--- src/rtl/wdog_pkg.sv ---
package wdog_pkg;

  typedef enum logic [2:0] {
    SYS_NORMAL   = 3'd0,
    SYS_STANDBY  = 3'd1,
    SYS_SLEEP    = 3'd2,
    SYS_OFF      = 3'd3,
    SYS_OVERTEMP = 3'd4
  } sys_mode_e;

  typedef enum logic [1:0] {
    WD_OFF     = 2'd0,
    WD_WINDOW  = 2'd1,
    WD_TIMEOUT = 2'd2
  } wd_mode_e;

  localparam logic [2:0] PERIOD_CODE_RST = 3'b100;
  localparam int         CODE_W          = 3;

endpackage

--- src/rtl/wdog_mode_dec.sv ---
module wdog_mode_dec
  import wdog_pkg::*;
(
  input  logic       dis_i,
  input  logic [2:0] sys_i,
  input  logic       mc_i,
  input  logic       irq_i,
  output wd_mode_e   mode_o
);

  always_comb begin
    mode_o = WD_OFF;
    if (!dis_i) begin
      case (sys_mode_e'(sys_i))
        SYS_NORMAL:  mode_o = mc_i ? WD_TIMEOUT : WD_WINDOW;
        // bit at 1 parks the watchdog only while nothing is pending
        SYS_STANDBY: mode_o = (mc_i && !irq_i) ? WD_OFF : WD_TIMEOUT;
        default:     mode_o = WD_OFF;
      endcase
    end
  end

endmodule

--- src/rtl/wdog_period_map.sv ---
module wdog_period_map #(
  parameter int TICKS_PER_MS = 1,
  parameter int CNT_W        = 13
) (
  input  logic [2:0]       code_i,
  output logic [CNT_W-1:0] period_o
);

  function automatic int code_to_ms(input logic [2:0] c);
    int ms;
    case (c)
      3'd6:    ms = 1024;
      3'd7:    ms = 4096;
      default: ms = 8 << c;
    endcase
    return ms;
  endfunction

  always_comb period_o = CNT_W'(code_to_ms(code_i) * TICKS_PER_MS);

endmodule

--- src/rtl/wdog_timer.sv ---
module wdog_timer #(
  parameter int CNT_W = 13
) (
  input  logic             clk,
  input  logic             rst,
  input  logic             tick_i,
  input  logic             run_i,
  input  logic             restart_i,
  input  logic [CNT_W-1:0] period_i,
  output logic             early_o,
  output logic             ovf_o
);

  logic [CNT_W-1:0] cnt_q;

  assign ovf_o   = run_i && tick_i && (cnt_q == period_i - 1'b1);
  assign early_o = cnt_q < (period_i >> 1);

  always_ff @(posedge clk) begin
    if (rst || restart_i || !run_i || ovf_o) cnt_q <= '0;
    else if (tick_i)                          cnt_q <= cnt_q + 1'b1;
  end

endmodule

--- src/rtl/wdog_supervisor.sv ---
module wdog_supervisor
  import wdog_pkg::*;
#(
  parameter int TICKS_PER_MS = 1,
  localparam int MAX_TICKS   = 4096 * TICKS_PER_MS,
  localparam int CNT_W       = $clog2(MAX_TICKS + 1)
) (
  input  logic       clk,
  input  logic       rst,
  input  logic       tick_i,
  input  logic       trig_i,
  input  logic [2:0] trig_code_i,
  input  logic       trig_mc_i,
  input  logic       wd_dis_i,
  input  logic [2:0] sys_mode_i,
  input  logic       irq_any_i,
  input  logic       ci_pend_i,
  output logic       rst_req_o,
  output logic       ci_set_o,
  output logic [1:0] wd_mode_o
);

  logic [CODE_W-1:0] code_q;
  logic              mc_q;
  logic              dis_q;
  wd_mode_e          mode_q;
  wd_mode_e          mode;
  logic [CNT_W-1:0]  period;
  logic              early, ovf, run, mode_chg;
  logic              sys_active, dis_evt, mc_evt, mc_locked;
  logic              win_bad, to_ovf, rst_now, ci_now;

  wdog_mode_dec u_dec (
    .dis_i  (wd_dis_i),
    .sys_i  (sys_mode_i),
    .mc_i   (mc_q),
    .irq_i  (irq_any_i),
    .mode_o (mode)
  );

  wdog_period_map #(.TICKS_PER_MS(TICKS_PER_MS), .CNT_W(CNT_W)) u_map (
    .code_i   (code_q),
    .period_o (period)
  );

  assign mode_chg = (mode != mode_q);
  assign run      = (mode != WD_OFF) && !mode_chg;

  wdog_timer #(.CNT_W(CNT_W)) u_tmr (
    .clk       (clk),
    .rst       (rst),
    .tick_i    (tick_i),
    .run_i     (run),
    .restart_i (rst_now || trig_i),
    .period_i  (period),
    .early_o   (early),
    .ovf_o     (ovf)
  );

  always_comb begin
    sys_active = (sys_mode_i == SYS_NORMAL) || (sys_mode_i == SYS_STANDBY);
    dis_evt    = (wd_dis_i != dis_q) && sys_active;
    mc_evt     = trig_i && (sys_mode_i == SYS_NORMAL) && (trig_mc_i != mc_q);
    mc_locked  = (sys_mode_i == SYS_STANDBY) && irq_any_i;
    // overflow wins over a trigger in the same tick
    win_bad    = (mode == WD_WINDOW) && (ovf || (trig_i && early));
    to_ovf     = (mode == WD_TIMEOUT) && ovf;
    rst_now    = dis_evt || mc_evt || win_bad || (to_ovf && ci_pend_i);
    ci_now     = to_ovf && !ci_pend_i && !rst_now;
  end

  always_ff @(posedge clk) begin
    dis_q <= wd_dis_i;
    if (rst) begin
      code_q    <= PERIOD_CODE_RST;
      mc_q      <= 1'b0;
      mode_q    <= WD_OFF;
      rst_req_o <= 1'b0;
      ci_set_o  <= 1'b0;
    end else begin
      mode_q    <= mode;
      rst_req_o <= rst_now;
      ci_set_o  <= ci_now;
      if (rst_now)     code_q <= PERIOD_CODE_RST;
      else if (trig_i) code_q <= trig_code_i;
      if (trig_i && !mc_locked) mc_q <= trig_mc_i;
    end
  end

  assign wd_mode_o = mode_q;

endmodule

--- config.mk ---
export PLATFORM = sky130hd
export DESIGN_NAME = wdog_supervisor
export DESIGN_NICKNAME = d
export VERILOG_FILES = /design/src/rtl/wdog_pkg.sv /design/src/rtl/wdog_mode_dec.sv /design/src/rtl/wdog_period_map.sv /design/src/rtl/wdog_timer.sv /design/src/rtl/wdog_supervisor.sv
export SDC_FILE = /design/constraint.sdc
export NUM_CORES = 1
export LEC_CHECK = 0
export BUFFER_PORTS_ARGS = -buffer_cell sky130_fd_sc_hd__buf_2
export CORE_ASPECT_RATIO = 0.75
export CORE_MARGIN = 4
export CORE_UTILIZATION = 32
export DETAILED_ROUTE_END_ITERATION = 12
export PLACE_DENSITY_LB_ADDON = 0.3
export SETUP_SLACK_MARGIN = 0.05
export SYNTH_ARGS = -nofsm -noshare
export SYNTH_HDL_FRONTEND = slang
export SYNTH_HIERARCHICAL = 1
export SYNTH_SLANG_ARGS = --single-unit
--- constraint.sdc ---
create_clock -name clk -period 3.85 [get_ports clk]
set_input_delay 0.385 -clock clk [delete_from_list [all_inputs] [get_ports clk]]
set_output_delay 0.385 -clock clk [all_outputs]
set_load 0.005 [all_outputs]
==> run_results.csv, run 1 <==
group,metric,value,unit
timing,timing.setup.tns,0,ps
power,p_int,0.412,mW
clock_tree,cts_hold_buf,0,
timing,hold_ws,260,ps
layout,fillerInstances,621,
layout,fin_cells,335,
yosys,synth_edf_count,0,
detailed_routing,vias,1663,
yosys,synth.most_common_cell,"dfxtp_1",
critical_path,cp_max_fo,13,
placement,dp_slack,198,ps
grt,antenna_found_initial,0,
timing,rsz0062_at_grt,"no",
placement,io_buffers,17,
grt,grt_max_degree,14,
detailed_routing,drc,0,
layout,area_growth,11.8,%
clock_tree,cts_tree,"yes",
placement,dp_hpwl,3.46,mm
timing,finClkSkew,10.1,ps
layout,drive_above_1_share,0.156,
floorplanning,io_pins,18,
floorplanning,die_y,75.1,um
detailed_routing,dr.pass1.iters,4,
timing,setup_viol,0,
power,p_sw,0.139,mW
clock_tree,clock_latency,270,ps
grt,grt_overflow,0,
power,clkPwrFrac,0.402,
clock_tree,post_cts_buffers,0,
yosys,yosysTopAreaCellShare,0.229,
floorplanning,start_util,0.330,
clock_tree,cts.sinks,22,
yosys,async_flop_share,0,
layout,antenna_cells,0,
clock_tree,h-tree-depth,1,
yosys,netlist_instances,240,
critical_path,path_common_cell,"nor3b_1",
power,seqPwrFrac,0.430,
yosys,synth_cell_types,52,
yosys,postSynthAreaPerCell,8.01,sq um
timing,finalMaxSlewViolations,0,
timing,fin_ws,451,ps
critical_path,worstPathArrival,3570,ps
critical_path,crit_type,"register to register",
layout,final_core_util,0.369,
power,p_sw_frac,0.252,
clock_tree,cts_buffers,3,
critical_path,crit_path_top_delay_cell,"or4_1",
critical_path,critPathBufInv,2,
power,cellPowerDensity,256,nW/um^2
detailed_routing,routed_wl,4.38,mm
yosys,ys_seq_area_frac,0.229,
yosys,synth-seq-cells,22,
timing,worst_pin_slew,756,ps
floorplanning,dieArea,7330,sq um
clock_tree,ctsLongestPathBuffers,2,
hold_path,hold_class,"primary input to register",
detailed_routing,routed_via_density,4.96,
yosys,syn-cell-area,1920,sq um
status,status,"finished, final reports clean",
yosys,yosysWarnings,6,
timing,finalHoldViolations,0,
floorplanning,core_area,5830,sq um
critical_path,critPathTopFamily,"simple AND/OR/NAND/NOR gates",
clock_tree,cts.clk_slew.worst_paths,90,ps
grt,grt_pass1_wl,7.52,mm
placement,place_inst,331,
layout,fin_nets,285,
timing,fin_crit_sh,0.883,
floorplanning,die_width,97.5,um
power,p_leak,0.911,nW
clock_tree,clockRootBuffer,"clkbuf_8",
yosys,yosys.area.top_type,"dfxtp_1",
placement,gp_congestion,0.839,
power,pwr-share-comb,0.168,
critical_path,crit_path_cell_trace,"nor3b_1, buf_4, or4b_4, or4_1, xnor2_1, nand3_1, a211oi_1, and4b_1, a21oi_1, nand3_1, nor3b_1, buf_4, nor3b_1",
layout,finalInstanceArea,2150,sq um
yosys,ys.flop_type,"dfxtp_1",
power,peakVddDrop,0.000149,V
critical_path,crit_path_end_kind,"register",
power,fin_total_pwr,0.550,mW
floorplanning,num_rows,24,
timing,period_needed,3400,ps
detailed_routing,ant_nets,0,
grt,grt_pass1_vias,1565,
yosys,netlist_top_cells_area,"dfxtp_1 23%, ha_1 8.5%, xnor2_1 7.7%, xor2_1 5.5%, nor2_1 4.1%",
critical_path,required,4020,ps
placement,dpl_cell_area,2070,sq um
timing,slew_headroom,0.492,
critical_path,slowest_delay,570,ps
yosys,synth_common_cells,"22 x dfxtp_1, 21 x nor2_1, 20 x nand2_1, 17 x xnor2_1, 16 x inv_1",
critical_path,startpoint_type,"register",
detailed_routing,wl_per_cell,13.1,um
detailed_routing,drt_iter0_drc,126,
flow_run,drv_cap,0,
grt,grt_util_all_layers,0.125,
timing,fmax,294,MHz
## cell usage in the layout, fill, tap and decap left out, types with 2 or more instances in the layout
cell,synthesis,routed
a211o_1,2,2
and3_1,4,4
nand4_1,6,6
mux2i_1,3,3
buf_2,2,17
nor3b_1,5,5
or2_2,2,2
a21o_1,5,5
o211ai_1,3,3
and3b_2,3,3
xnor2_1,17,17
clkbuf_8,0,3
a21oi_1,6,6
nor3_1,8,8
nand2_1,20,20
nand3_1,9,9
nand3b_1,2,2
o21ai_0,7,7
dfxtp_1,22,22
buf_4,5,5
inv_1,16,16
nor2b_1,3,3
conb_1,1,5
ha_1,13,13
or3_1,3,3
nor4_1,4,4
or4_1,5,5
nor2_1,21,21
xor2_1,12,12
a211oi_1,4,4
## per-layer routing
layer / wire length [um] / global-route usage
met2: 1780 / 0.188
met3: 126 / 0.0231
met4: 40 / 0.0353
met5: 0 / 0
met1: 2430 / 0.185
## logic make-up (layout without fill, tap and decap cells)
group,Yosys count,in the layout,synth area share
and+or+nand+nor,105,105,0.309
AOI/OAI and AO/OA,37,37,0.146
xor gates and xnor gates,29,29,0.132
buffers and inverters,29,42,0.0755
DFF,22,22,0.229
adders and majority gates,13,13,0.0846
muxes,4,4,0.0215
other,1,5,0.00195
## repair_timing
action / CTS / global route
endpoints found under the setup margin: 0 / 4
gates resized for setup: 0 / 1
endpoints found under the hold margin: 0 / 0
## sequential cells by signal, indices dropped and copies added (netlist names)
signal       cells
mc_q             1
code_q           3
dis_q            1
u_tmr/cnt_q     13
wd_mode_o        2
rst_req_o        1
ci_set_o         1
## power groups by stage
stage / Clock (mW) / Sequential (mW) / Combinational, mW
global route: 0.235 / 0.238 / 0.104
detailed placement: 0 / 0.242 / 0.0896
CTS: 0.227 / 0.236 / 0.0902
floorplan: 0 / 0.241 / 0.0695
finish: 0.221 / 0.237 / 0.0926
global placement: 0 / 0.242 / 0.0901
## area by class of cell
type                    count  area, sq um  area share
clock inverters             1         30.0      0.0140
multi-input cells         193         1360       0.632
clock buffers               3         41.3      0.0192
repair buffers             22          123      0.0570
flip-flops and latches     22          440       0.205
well taps                  78         97.6      0.0454
inverters                  16         60.1      0.0279
## final timing paths
| check | from | end | slack [ps] | cells after the start |
|---|---|---|---|---|
| worst min-delay path | wd_dis_i | dis_q | 260 | 1 |
| worst max register to register | code_q[1] | u_tmr/cnt_q[1] | 450 | 13 |
| worst max-delay path | code_q[1] | u_tmr/cnt_q[1] | 450 | 13 |
| worst min register to register | mc_q | mc_q | 590 | 2 |
Note: power is estimated with default switching activity, not from simulation.
==> run 2, diff against run 1 <==
BUFFER_PORTS_ARGS = -buffer_cell sky130_fd_sc_hd__clkbuf_2   (was -buffer_cell sky130_fd_sc_hd__buf_2)
==> run 2 against run 1 <==
  * Wire length shrank 1.5%
  * Clock skew shrank 1.9 ps
  * Worst hold slack gained 2.2 ps
  * Register-to-register slack lost 20 ps
  * Sequential power is essentially flat
  * Global-route usage shrank 0.23 points
  * Count of clock-buffer cells in the layout is the same
  * First-iteration DRC count shrank 19%
  * Sequential share of layout area grew 0.13 points
  * Critical endpoint unchanged
==> run_results.csv, run 2 (same netlist as run 1, synthesis figures left out) <==
group,metric,value,unit
status,status,"finished, final reports clean",
timing,finalMaxSlewViolations,0,
floorplanning,core_area,5830,sq um
placement,place_inst,330,
detailed_routing,drt_iter0_drc,102,
critical_path,r2r_end,"u_tmr/cnt_q[1]",
layout,area_growth,11.1,%
layout,antenna_cells,0,
critical_path,slowest_delay,570,ps
timing,finClkSkew,8.13,ps
clock_tree,cts_tree,"yes",
critical_path,startpoint_type,"register",
placement,dp_slack,227,ps
power,cellPowerDensity,256,nW/um^2
timing,hold_ws,262,ps
timing,period_needed,3420,ps
detailed_routing,ant_nets,0,
detailed_routing,vias,1696,
critical_path,worstPathArrival,3580,ps
layout,final_cell_mix,"22 x dfxtp_1, 21 x nor2_1, 20 x nand2_1",
placement,io_buffers,17,
critical_path,ff2ff_path_depth,13,
timing,fmax,292,MHz
layout,final_core_util,0.367,
layout,largest_reg_flops,13,
timing,setup_viol,0,
placement,dp_hpwl,3.44,mm
timing,rsz0062_at_grt,"no",
power,peakVddDrop,0.000144,V
layout,final_common_cell,"dfxtp_1",
floorplanning,die_y,75.1,um
critical_path,crit_type,"register to register",
detailed_routing,drc,0,
grt,grt_util_all_layers,0.123,
critical_path,timing.rr.start,"code_q[2]",
timing,finalHoldViolations,0,
detailed_routing,dr.pass1.iters,4,
timing,timing.setup.tns,0,ps
hold_path,hold_start,"wd_dis_i",
detailed_routing,wl_per_cell,12.9,um
clock_tree,clock_latency,270,ps
clock_tree,post_cts_resize_count,0,
grt,grt_pass1_wl,7.49,mm
critical_path,cp-startpoint,"code_q[2]",
clock_tree,post_cts_buffers,0,
clock_tree,cts.sinks,22,
power,p_leak,0.904,nW
timing,fin_crit_sh,0.888,
hold_path,hold_class,"primary input to register",
floorplanning,io_pins,18,
layout,drive_above_1_share,0.148,
grt,antenna_found_initial,0,
detailed_routing,routed_via_density,5.08,
clock_tree,cts_hold_buf,0,
flow_run,drv_cap,0,
critical_path,crit_path_top_delay_cell,"or4_1",
grt,grt_pass1_vias,1582,
timing,slew_headroom,0.504,
timing,worst_pin_slew,739,ps
critical_path,crit_path_cell_trace,"nor3b_1, buf_4, or4b_4, or4_1, xnor2_1, nand3_1, a211oi_1, and4b_1, a21oi_1, nand3_1, nor3b_1, buf_4, nor3b_1",
clock_tree,cts.clk_slew.worst_paths,90,ps
placement,gp_congestion,0.831,
detailed_routing,routed_wl,4.31,mm
power,fin_total_pwr,0.547,mW
critical_path,cp-endpoint,"u_tmr/cnt_q[1]",
layout,fin_cells,334,
clock_tree,cts_buffers,3,
floorplanning,die_width,97.5,um
layout,finalInstanceArea,2140,sq um
grt,grt_max_degree,14,
floorplanning,dieArea,7330,sq um
critical_path,crit_path_end_kind,"register",
critical_path,required,4010,ps
layout,top_register,"u_tmr/cnt_q",
critical_path,regToRegSetupSlack,430,ps
layout,fin_nets,284,
timing,fin_ws,430,ps
floorplanning,num_rows,24,
critical_path,cp_max_fo,13,
floorplanning,start_util,0.330,
placement,dpl_cell_area,2070,sq um
clock_tree,clockRootBuffer,"clkbuf_8",
clock_tree,ctsLongestPathBuffers,2,
grt,grt_overflow,0,
clock_tree,h-tree-depth,1,
critical_path,path_common_cell,"nor3b_1",
run 2: cell count changes in the layout (fill, tap and decap cells not counted), sizes merged:
cell / before / now
buf: 22 / 4
clkbuf: 3 / 20
run 2: worst min-delay path by stage:
stage / end / slack (ps) / cells past startpoint
floorplan: dis_q / 410 / 0
global placement: mc_q / 530 / 2
detailed placement: mc_q / 530 / 2
CTS: dis_q / 260 / 1
global route: dis_q / 260 / 1
finish: dis_q / 260 / 1
run 2: worst max-delay path: cells and delay by family, from the launching register on:
kind / cells / cell delay (ps)
buffers and inverters: 2 / 360
and+or+nand+nor: 8 / 1850
xor gates and xnor gates: 1 / 220
DFF: 1 / 460
AOI/OAI and AO/OA: 2 / 440
run 2: area by class of cell:
cell class	instances	area (sq um)
well taps	78	97.6
fillers	621	3690
clock buffers	3	41.3
clock inverters	1	30.0
multi-input cells	193	1350
repair buffers	21	115
inverters	16	60.1
flip-flops and latches	22	440
run 2: layer usage:
metal  global-route usage  part of all wire
met5                    0                 0
met2                0.188              0.41
met4               0.0215            0.0044
met3               0.0213             0.031
met1                0.184              0.55
run 2: power by group:
| part | switching, mW | internal [mW] |
|---|---|---|
| Clock | 0.0794 | 0.139 |
| Sequential | 0.00517 | 0.231 |
| Combinational | 0.0516 | 0.0406 |
| Total | 0.136 | 0.411 |
==> run 3, diff against run 2 <==
CORE_UTILIZATION = 59   (was 32)
==> run 3 against run 2 <==
  * Clock skew down 1.4 ps
  * Maximum frequency decreased by 3.4%
  * Sequential power about the same
  * Final cell count fell by 12%
  * Largest cell class unchanged
  * Critical endpoint unchanged
  * Global-route usage grew 10 points
==> run_results.csv, run 3 (same netlist as run 1, synthesis figures left out) <==
group,metric,value,unit
status,status,"finished, final reports clean",
power,cellPowerDensity,263,nW/um^2
grt,grt_max_degree,14,
layout,fin_nets,284,
clock_tree,ctsLongestPathBuffers,2,
grt,antenna_found_initial,0,
detailed_routing,drc,0,
critical_path,crit_type,"register to register",
placement,dp_hpwl,3.50,mm
critical_path,worstPathArrival,3690,ps
clock_tree,cts.sinks,22,
floorplanning,dieArea,4250,sq um
clock_tree,cts_tree,"yes",
flow_run,drv_cap,0,
clock_tree,clockRootBuffer,"clkbuf_8",
clock_tree,clock_latency,270,ps
timing,finClkSkew,6.77,ps
detailed_routing,vias,1735,
floorplanning,io_pins,18,
timing,worst_pin_slew,1100,ps
timing,slew_headroom,0.266,
layout,largest_reg_flops,13,
timing,period_needed,3540,ps
detailed_routing,routed_wl,4.58,mm
layout,final_cell_mix,"22 x dfxtp_1, 21 x nor2_1, 20 x nand2_1",
grt,grt_pass1_wl,7.54,mm
grt,grt_util_all_layers,0.225,
clock_tree,h-tree-depth,1,
layout,drive_above_1_share,0.148,
timing,finalMaxSlewViolations,0,
placement,io_buffers,17,
timing,finalHoldViolations,0,
detailed_routing,routed_via_density,5.90,
layout,top_register,"u_tmr/cnt_q",
layout,area_growth,8.52,%
grt,grt_pass1_vias,1619,
critical_path,cp_max_fo,13,
clock_tree,cts.clk_slew.worst_paths,90,ps
clock_tree,post_cts_resize_count,0,
power,peakVddDrop,0.000207,V
critical_path,required,4000,ps
timing,rsz0062_at_grt,"no",
detailed_routing,dr.pass1.iters,5,
detailed_routing,wl_per_cell,15.6,um
floorplanning,die_y,57.4,um
layout,final_common_cell,"dfxtp_1",
power,p_leak,0.904,nW
timing,fin_crit_sh,0.920,
timing,fmax,282,MHz
detailed_routing,ant_nets,0,
critical_path,startpoint_type,"register",
hold_path,hold_class,"primary input to register",
detailed_routing,drt_iter0_drc,175,
floorplanning,core_area,3040,sq um
critical_path,crit_path_end_kind,"register",
clock_tree,cts_hold_buf,0,
grt,grt_overflow,0,
floorplanning,start_util,0.632,
layout,fin_cells,294,
placement,place_inst,290,
layout,final_core_util,0.686,
floorplanning,die_width,73.9,um
timing,hold_ws,255,ps
timing,setup_viol,0,
placement,gp_congestion,0.946,
floorplanning,num_rows,17,
clock_tree,cts_buffers,3,
layout,antenna_cells,0,
timing,timing.setup.tns,0,ps
layout,fillerInstances,271,
clock_tree,post_cts_buffers,0,
[run 3: cell counts in the layout (fill, tap and decap cells not counted)]
Identical to the previous run, type by type.
[run 3: area by class of cell]
class / instances / area, sq um / area share
Multi-Input combinational cell: 193 / 1350 / 0.648
Tap cell: 38 / 47.5 / 0.0228
Clock inverter: 1 / 30.0 / 0.0144
Clock buffer: 3 / 41.3 / 0.0198
Sequential cell: 22 / 440 / 0.211
Timing Repair Buffer: 21 / 115 / 0.0552
Inverter: 16 / 60.1 / 0.0288
[run 3: path summary, 6_finish.rpt]
check,cells past startpoint,from,slack (ps),end
setup / recovery,12,code_q[1],310,u_tmr/cnt_q[1]
hold / removal,1,wd_dis_i,260,dis_q
setup reg to reg,12,code_q[1],310,u_tmr/cnt_q[1]
hold reg to reg,2,mc_q,560,mc_q
[run 3: per-stage QoR]
stage / setup WS, ps / area, sq um / total power, mW
6_report: 309 / 2090 / 0.549
5_1_grt: 101 / 2090 / 0.571
4_1_cts: 376 / 2090 / 0.546
3_5_place_dp: 289 / 2020 / 0.331
3_3_place_gp: 427 / 2020 / 0.331
2_1_floorplan: 608 / 1940 / 0.310
[run 3: layer usage]
layer	wire length [um]	global-route usage
met5	0	0
met2	1890	0.318
met3	323	0.0387
met4	48	0.0491
met1	2320	0.351
[run 3: critical path: stages (launching register included)]
cell      delay, ps
dfxtp_1         490
nor3b_1         230
or4b_4          570
or4_1           540
xnor2_1         310
nand3_1         110
a211oi_1        370
and4b_1         280
a21oi_1          70
nand3_1          90
nor3b_1          50
buf_4           170
nor3b_1         150
[run 3: power by group]
part | total [mW] | internal (mW) | switching (mW) | leakage (nW)
clock network | 0.218 | 0.139 | 0.0795 | 0.0357
registers | 0.237 | 0.231 | 0.00582 | 0.178
logic | 0.0936 | 0.0413 | 0.0524 | 0.690
